`src/rtl/dacin_pkg.sv`:
```
package dacin_pkg;
    typedef enum logic [1:0] {
        ST_ALIGN = 2'd0,
        ST_RIGHT = 2'd1,
        ST_LEFT  = 2'd2
    } frame_state_e;
endpackage

```
`src/rtl/dacin_sync.sv`:
```
module dacin_sync #(
    parameter int WIDTH  = 3,
    parameter int STAGES = 2
) (
    input  logic             clk,
    input  logic             rst_n,
    input  logic [WIDTH-1:0] async_in,
    output logic [WIDTH-1:0] sync_out
);
    localparam int LAST = STAGES - 1;

    for (genvar g = 0; g < WIDTH; g++) begin : g_bit
        logic [STAGES-1:0] chain;
        always_ff @(posedge clk or negedge rst_n) begin
            if (!rst_n) chain <= '0;
            else        chain <= {chain[STAGES-2:0], async_in[g]};
        end
        assign sync_out[g] = chain[LAST];
    end
endmodule

```
`src/rtl/dacin_shifter.sv`:
```
module dacin_shifter #(
    parameter int WORD_W = 18
) (
    input  logic              clk,
    input  logic              rst_n,
    input  logic              bclk_s,
    input  logic              data_s,
    output logic [WORD_W-1:0] word
);
    logic bclk_prev;
    logic shift_en;

    assign shift_en = bclk_s & ~bclk_prev;

    always_ff @(posedge clk or negedge rst_n) begin
        if (!rst_n) begin
            bclk_prev <= 1'b0;
            word      <= '0;
        end else begin
            bclk_prev <= bclk_s;
            if (shift_en) word <= {word[WORD_W-2:0], data_s};
        end
    end
endmodule

```
`src/rtl/dacin_frame_ctrl.sv`:
```
module dacin_frame_ctrl
    import dacin_pkg::*;
#(
    parameter int WORD_W = 18
) (
    input  logic              clk,
    input  logic              rst_n,
    input  logic              wclk_s,
    input  logic [WORD_W-1:0] shift_word,
    output logic [WORD_W-1:0] left_out,
    output logic [WORD_W-1:0] right_out,
    output logic              update_stb
);
    frame_state_e state, state_nx;
    logic         wclk_prev;
    logic         w_rise, w_fall;
    logic [WORD_W-1:0] right_stage;

    assign w_rise = wclk_s & ~wclk_prev;
    assign w_fall = ~wclk_s & wclk_prev;

    always_comb begin
        state_nx = state;
        unique case (state)
            ST_ALIGN: if (w_fall) state_nx = ST_RIGHT;
            ST_RIGHT: if (w_rise) state_nx = ST_LEFT;
            ST_LEFT:  if (w_fall) state_nx = ST_RIGHT;
            default:  state_nx = ST_ALIGN;
        endcase
    end

    always_ff @(posedge clk or negedge rst_n) begin
        if (!rst_n) begin
            state     <= ST_ALIGN;
            wclk_prev <= 1'b0;
        end else begin
            state     <= state_nx;
            wclk_prev <= wclk_s;
        end
    end

    always_ff @(posedge clk or negedge rst_n) begin
        if (!rst_n) begin
            right_stage <= '0;
            right_out   <= '0;
            left_out    <= '0;
            update_stb  <= 1'b0;
        end else begin
            update_stb <= 1'b0;
            unique case (state)
                ST_ALIGN: ;
                ST_RIGHT: if (w_rise) right_stage <= shift_word;
                ST_LEFT: begin
                    if (w_fall) begin
                        right_out  <= right_stage;
                        left_out   <= shift_word;
                        update_stb <= 1'b1;
                    end
                end
                default: ;
            endcase
        end
    end
endmodule

```
`src/rtl/audio_dac_deserializer.sv`:
```
module audio_dac_deserializer #(
    parameter int WORD_W      = 18,
    parameter int SYNC_STAGES = 2
) (
    input  logic              clk,
    input  logic              rst_n,
    input  logic              sdata_in,
    input  logic              bclk_in,
    input  logic              wclk_in,
    output logic [WORD_W-1:0] left_out,
    output logic [WORD_W-1:0] right_out,
    output logic              update_stb
);
    localparam int N_IN = 3;

    logic [N_IN-1:0]   raw_in;
    logic [N_IN-1:0]   syn_in;
    logic [WORD_W-1:0] shift_word;

    assign raw_in = {wclk_in, bclk_in, sdata_in};

    dacin_sync #(.WIDTH(N_IN), .STAGES(SYNC_STAGES)) u_sync (
        .clk      (clk),
        .rst_n    (rst_n),
        .async_in (raw_in),
        .sync_out (syn_in)
    );

    dacin_shifter #(.WORD_W(WORD_W)) u_shift (
        .clk    (clk),
        .rst_n  (rst_n),
        .bclk_s (syn_in[1]),
        .data_s (syn_in[0]),
        .word   (shift_word)
    );

    dacin_frame_ctrl #(.WORD_W(WORD_W)) u_ctrl (
        .clk        (clk),
        .rst_n      (rst_n),
        .wclk_s     (syn_in[2]),
        .shift_word (shift_word),
        .left_out   (left_out),
        .right_out  (right_out),
        .update_stb (update_stb)
    );
endmodule

```
`config.mk`:
```
export PLATFORM = sky130hd
export DESIGN_NAME = audio_dac_deserializer
export DESIGN_NICKNAME = d
export VERILOG_FILES = /design/src/rtl/dacin_pkg.sv /design/src/rtl/dacin_sync.sv /design/src/rtl/dacin_shifter.sv /design/src/rtl/dacin_frame_ctrl.sv /design/src/rtl/audio_dac_deserializer.sv
export SDC_FILE = /design/constraint.sdc
export NUM_CORES = 1
export LEC_CHECK = 0
export BUFFER_PORTS_ARGS = -buffer_cell sky130_fd_sc_hd__buf_2
export CORE_ASPECT_RATIO = 0.7
export CORE_MARGIN = 1
export CORE_UTILIZATION = 56
export DETAILED_ROUTE_END_ITERATION = 8
export PLACE_DENSITY = 0.9
export SLEW_MARGIN = 25
export SYNTH_ARGS = -nofsm -noshare
export SYNTH_HDL_FRONTEND = slang
export SYNTH_SLANG_ARGS = --single-unit
```
`constraint.sdc`:
```
create_clock -name clk -period 1.7 [get_ports clk]
set_clock_uncertainty 0.15 [all_clocks]
set_input_delay 0.51 -clock clk [delete_from_list [all_inputs] [get_ports clk]]
set_output_delay 0.51 -clock clk [all_outputs]
set_load 0.1 [all_outputs]
```
# Word-level counts from Yosys, hierarchy flattened
# Cells that the tools add are included.
dict set report classes {
  eq_ne 4
  mux 5
  n_bitwise 6
  n_reduce_logical 5
}
# op n
set ops {}
lappend ops {{$reduce_and 2->1} 3}
lappend ops {{$mux 2} 2}
lappend ops {{$ne 2x1->1 const B} 2}
lappend ops {{$pmux 2 s2} 1}
lappend ops {{$and 1x1->1} 3}
lappend ops {{$not 1->1} 3}
lappend ops {{$eq 2x1->1 const B} 1}
lappend ops {{$eq 2x2->1 const B} 1}
lappend ops {{$logic_not 2->1} 1}
lappend ops {{$mux 1} 2}
lappend ops {{$reduce_or 2->1} 1}
dict set report totals {
  regBits 83
  output_inout_bits 37
  word_cells 31
}

# Longest topological paths before layout
dict set report depth {
  depth_word 4
  mapped_depth 4
}

# Hierarchy
# A second synthesis with hierarchy kept.
dict set report unflattened {
  cells_unflattened 175
  hier_area_um2 3265.6
}
# module n_inst cells_per_inst area_per_inst_um2
set modules_own_cells {}
lappend modules_own_cells {dacin_frame_ctrl 1 126 2332.2}
lappend modules_own_cells {dacin_shifter 1 40 760.7}
lappend modules_own_cells {dacin_sync 1 9 172.7}

# Least setup slack after synthesis
# OpenSTA, ideal clock, no wires.
dict set report synth_timing {
  path_kind {reg-to-output}
  start {register u_ctrl.left_out[0]}
  end {output left_out[0]}
  arrival_ps 898
  slack_ps 142
  path_stages_with_launch 1
  path_buffers 0
  path_cell_list {dfrtp_1}
}
# item line
set synth_rtl {}
lappend synth_rtl {{from (decl)} dacin_frame_ctrl.sv:10} ;# output logic [WORD_W-1:0] left_out,
lappend synth_rtl {{from (signal assigned)} dacin_frame_ctrl.sv:56} ;# left_out <= shift_word;
lappend synth_rtl {{to (decl)} audio_dac_deserializer.sv:10} ;# output logic [WORD_W-1:0] left_out,
# No word-level cell between the ends.

# Worst setup path after layout
dict set report layout_timing {
  start {register u_ctrl.state[1]}
  end {register u_ctrl.right_stage[1]}
}
dict set report layout_via {
  elab_chain_cells 2
}
# item line
set layout_lines {}
lappend layout_lines {{from (decl)} dacin_frame_ctrl.sv:14} ;# frame_state_e state, state_nx;
lappend layout_lines {{from (signal assigned)} dacin_frame_ctrl.sv:37} ;# state <= state_nx;
lappend layout_lines {{$eq 2x1->1} dacin_frame_ctrl.sv:50} ;# unique case (state)
lappend layout_lines {{$reduce_and 2->1 (no source line)} -}
lappend layout_lines {{to (signal assigned)} dacin_frame_ctrl.sv:52} ;# ST_RIGHT: if (w_rise) right_stage <= shift_word;
lappend layout_lines {{to (decl)} dacin_frame_ctrl.sv:17} ;# logic [WORD_W-1:0] right_stage;
# No other way between the ends.
# A chain may end at the register's enable or synchronous reset.

==> reports/results.tsv <==
stage	metric	value	unit
clock_tree	CTS H-tree lvls	3	
clock_tree	CTS Sinks	83	
drt	Routed WL per cell	20.9	µm
drt	DRT iter0 DRCs	109	
global_routing	initial antenna violation count	0	
pwr	power per cell area	1970	nW/µm²
timing	Fin Setup TNS	0	ns
global_routing	all-layer global routing usage	24.2	%
clock_tree	later-pin clock latency in the skew report	0.34	ns
critical_path	CP Data Required Time	1.78	ns
placed_design	dpl cell area	3990	µm²
timing	endpoints failing setup	0	
timing	clock period minus worst slack	1.68	ns
clock_tree	root buf cell	clkbuf_8	
global_routing	largest net degree at the start of global routing	84	
global_routing	GRT overflow	0	
global_routing	vias in the first global route	1776	
placed_design	DPL Wire Length	3570	µm
floorplanning	die area	5990	µm²
placed_design	port buffer count	41	
finish	number of antenna diodes	0	
timing	Tcrit/Tclk final	98.6	%
yosys	post-synth cell types	15	
global_routing	global-route wire length before repair	10300	µm
timing	RSZ-0062 raised after global routing	false	
yosys	Seq cells post-synth	83	
finish	share of layout cells above drive strength 1	60.2	%
clock_tree	Inserted Clock Buffers	9	
finish	final net count	227	
floorplanning	Die Wd	92.1	µm
floorplanning	Starting Density	59.5	%
timing	Fmax	597	MHz
yosys	Cells after Synth	172	
yosys	Mapped Nets	177	
drt	antenna-violating nets left	0	
critical_path	startpoint types	flop	
clock_tree	Bufs on Longest Clock Path	2	
timing	Hold Vio Cnt, Final	0	
timing	max-slew violation count	0	
hold_path	HP Class	in -> async	
floorplanning	Placeable Area	5340	µm²
timing	Slew headroom	72.1	%
drt	drt total wl	6240	µm
clock_tree	Post-CTS Setup Bufs	0	
job	Max Cap Viol	0	
critical_path	Worst Path Max Fanout	11	
drt	Vias/cell	5.42	
drt	DRC viols	0	
critical_path	arrival time worst endpoint	1.76	ns
timing	worst hold slack	0.0232	ns
finish	final instance area	4230	µm²
placed_design	routability cong.	0.708	
yosys	post-synthesis sequential area ratio	65.3	%
clock_tree	CTS tree	done	
critical_path	CP Class	reg -> reg	
finish	non-filler cells, final	298	
floorplanning	Die Height	65.0	µm
clock_tree	Clk pin slew, worst setup/hold paths	0.08	ns
pwr	Lkg Pwr	1.97	nW
critical_path	CP Capture Type	flop	
yosys	Syn. warnings	0	
finish	synthesis-to-layout area growth	33.0	%
pwr	peak supply drop	1.01	mV
timing	final setup margin	0.0245	ns
placed_design	pre-CTS worst setup slack	0.0523	ns
drt	drt pass-1 iters	4	
yosys	Syn Area/Cell	18.5	µm²
timing	worst-margin pin slew	0.418	ns
yosys	Post-Syn Area	3180	µm²
status	status	completed	
floorplanning	Core Rows	22	
drt	via count	1616	
placed_design	placed insts	283	
floorplanning	I/O pins	42	
-- cell families (layout without fill, tap and decap cells) --
family / Yosys count / count (layout) / synth area share (%)
buffers and inverters: 9 / 63 / 3.58
AOI/OAI and AO/OA: 2 / 2 / 0.472
DFF: 83 / 83 / 65.3
muxes: 72 / 72 / 28.9
and+or+nand+nor: 6 / 6 / 1.69
-- area by class of cell --
type,instances,area (µm²)
tap,72,90.1
fill,266,1110
timing repair buffer,47,833
multi-input combinational,80,995
sequential,83,2080
clock inverter,5,103
clock buffer,10,128
inverter,1,3.75
-- worst paths after layout --
check                                                        start                                 end  slack, ns  depth (start not counted)
worst max-delay path                   u_ctrl.state[1]$_DFFE_PN0P_   u_ctrl.right_stage[1]$_DFFE_PN0P_       0.02                          3
worst min-delay path                                         rst_n     u_ctrl.right_out[0]$_DFFE_PN0P_       0.02                          2
worst max register to register         u_ctrl.state[1]$_DFFE_PN0P_   u_ctrl.right_stage[1]$_DFFE_PN0P_       0.02                          3
worst min register to register  u_sync.g_bit[0].chain[0]$_DFF_PN0_  u_sync.g_bit[0].chain[1]$_DFF_PN0_       0.20                          0
max in group asynchronous                                    rst_n     u_ctrl.right_out[7]$_DFFE_PN0P_       1.05                          2
min in group clk                                           wclk_in  u_sync.g_bit[2].chain[0]$_DFF_PN0_       0.11                          1
-- cell usage in the layout (no fill, tap or decap), types with 2 or more instances in the layout --
master,instances
mux2_2,43
buf_12,39
dfrtp_1,83
or2b_1,2
buf_2,3
buf_4,5
clkbuf_8,9
bufinv_16,3
mux2_4,29
-- where the power goes --
group | leakage [nW] | internal (mW) | switching [mW]
registers | 1.08 | 2.54 | 0.603
clock network | 0.112 | 0.966 | 0.678
logic | 0.780 | 1.45 | 2.08
total | 1.97 | 4.96 | 3.36
-- cells in the mapped netlist (all sizes together) --
library cell,n,area [µm²]
nor2b,1,6.26
and2b,1,7.51
a31o,1,8.76
o22ai,1,6.26
or2b,2,15.0
inv,1,3.75
and4bb,2,25.0
dfrtp,83,2080
buf,8,110
mux2,72,920
-- critical path, cell delays in order, from the launching register on --
cell,delay (ns)
dfrtp_1,0.45
and4bb_1,0.34
buf_4,0.24
mux2_2,0.37
-- routing by layer --
| metal | part of all wire [%] | GRT usage, % |
|---|---|---|
| met2 | 51 | 38.1 |
| met3 | 3.8 | 8.33 |
| met4 | 1.5 | 8.59 |
| met5 | 0 | 0 |
| met1 | 44 | 31.6 |
-- what timing repair did --
item                                    CTS  global route
hold endpoints to repair                  0             0
hold buffers                              0             0
resized for setup                         1             1
endpoints found under the setup margin    1             7
-- metrics by stage --
stage / power [mW] / utilization [%]
2_1_floorplan: 5.26 / -
3_3_place_gp: 6.49 / 74.8
3_5_place_dp: 6.63 / 74.8
4_1_cts: 8.36 / 79.1
5_1_grt: 8.60 / 79.2
6_report: 8.32 / 79.2
-- flip-flops by register name, indices dropped and copies added, names as in the netlist --
| name | cells |
|---|---|
| u_ctrl.update_stb | 1 |
| u_ctrl.wclk_prev | 1 |
| u_ctrl.left_out | 18 |
| u_sync.g_bit.chain | 6 |
| u_ctrl.right_stage | 18 |
| u_shift.bclk_prev | 1 |
| u_ctrl.state | 2 |
| u_ctrl.right_out | 18 |
| u_shift.word | 18 |
(Power assumes the default switching activity.)
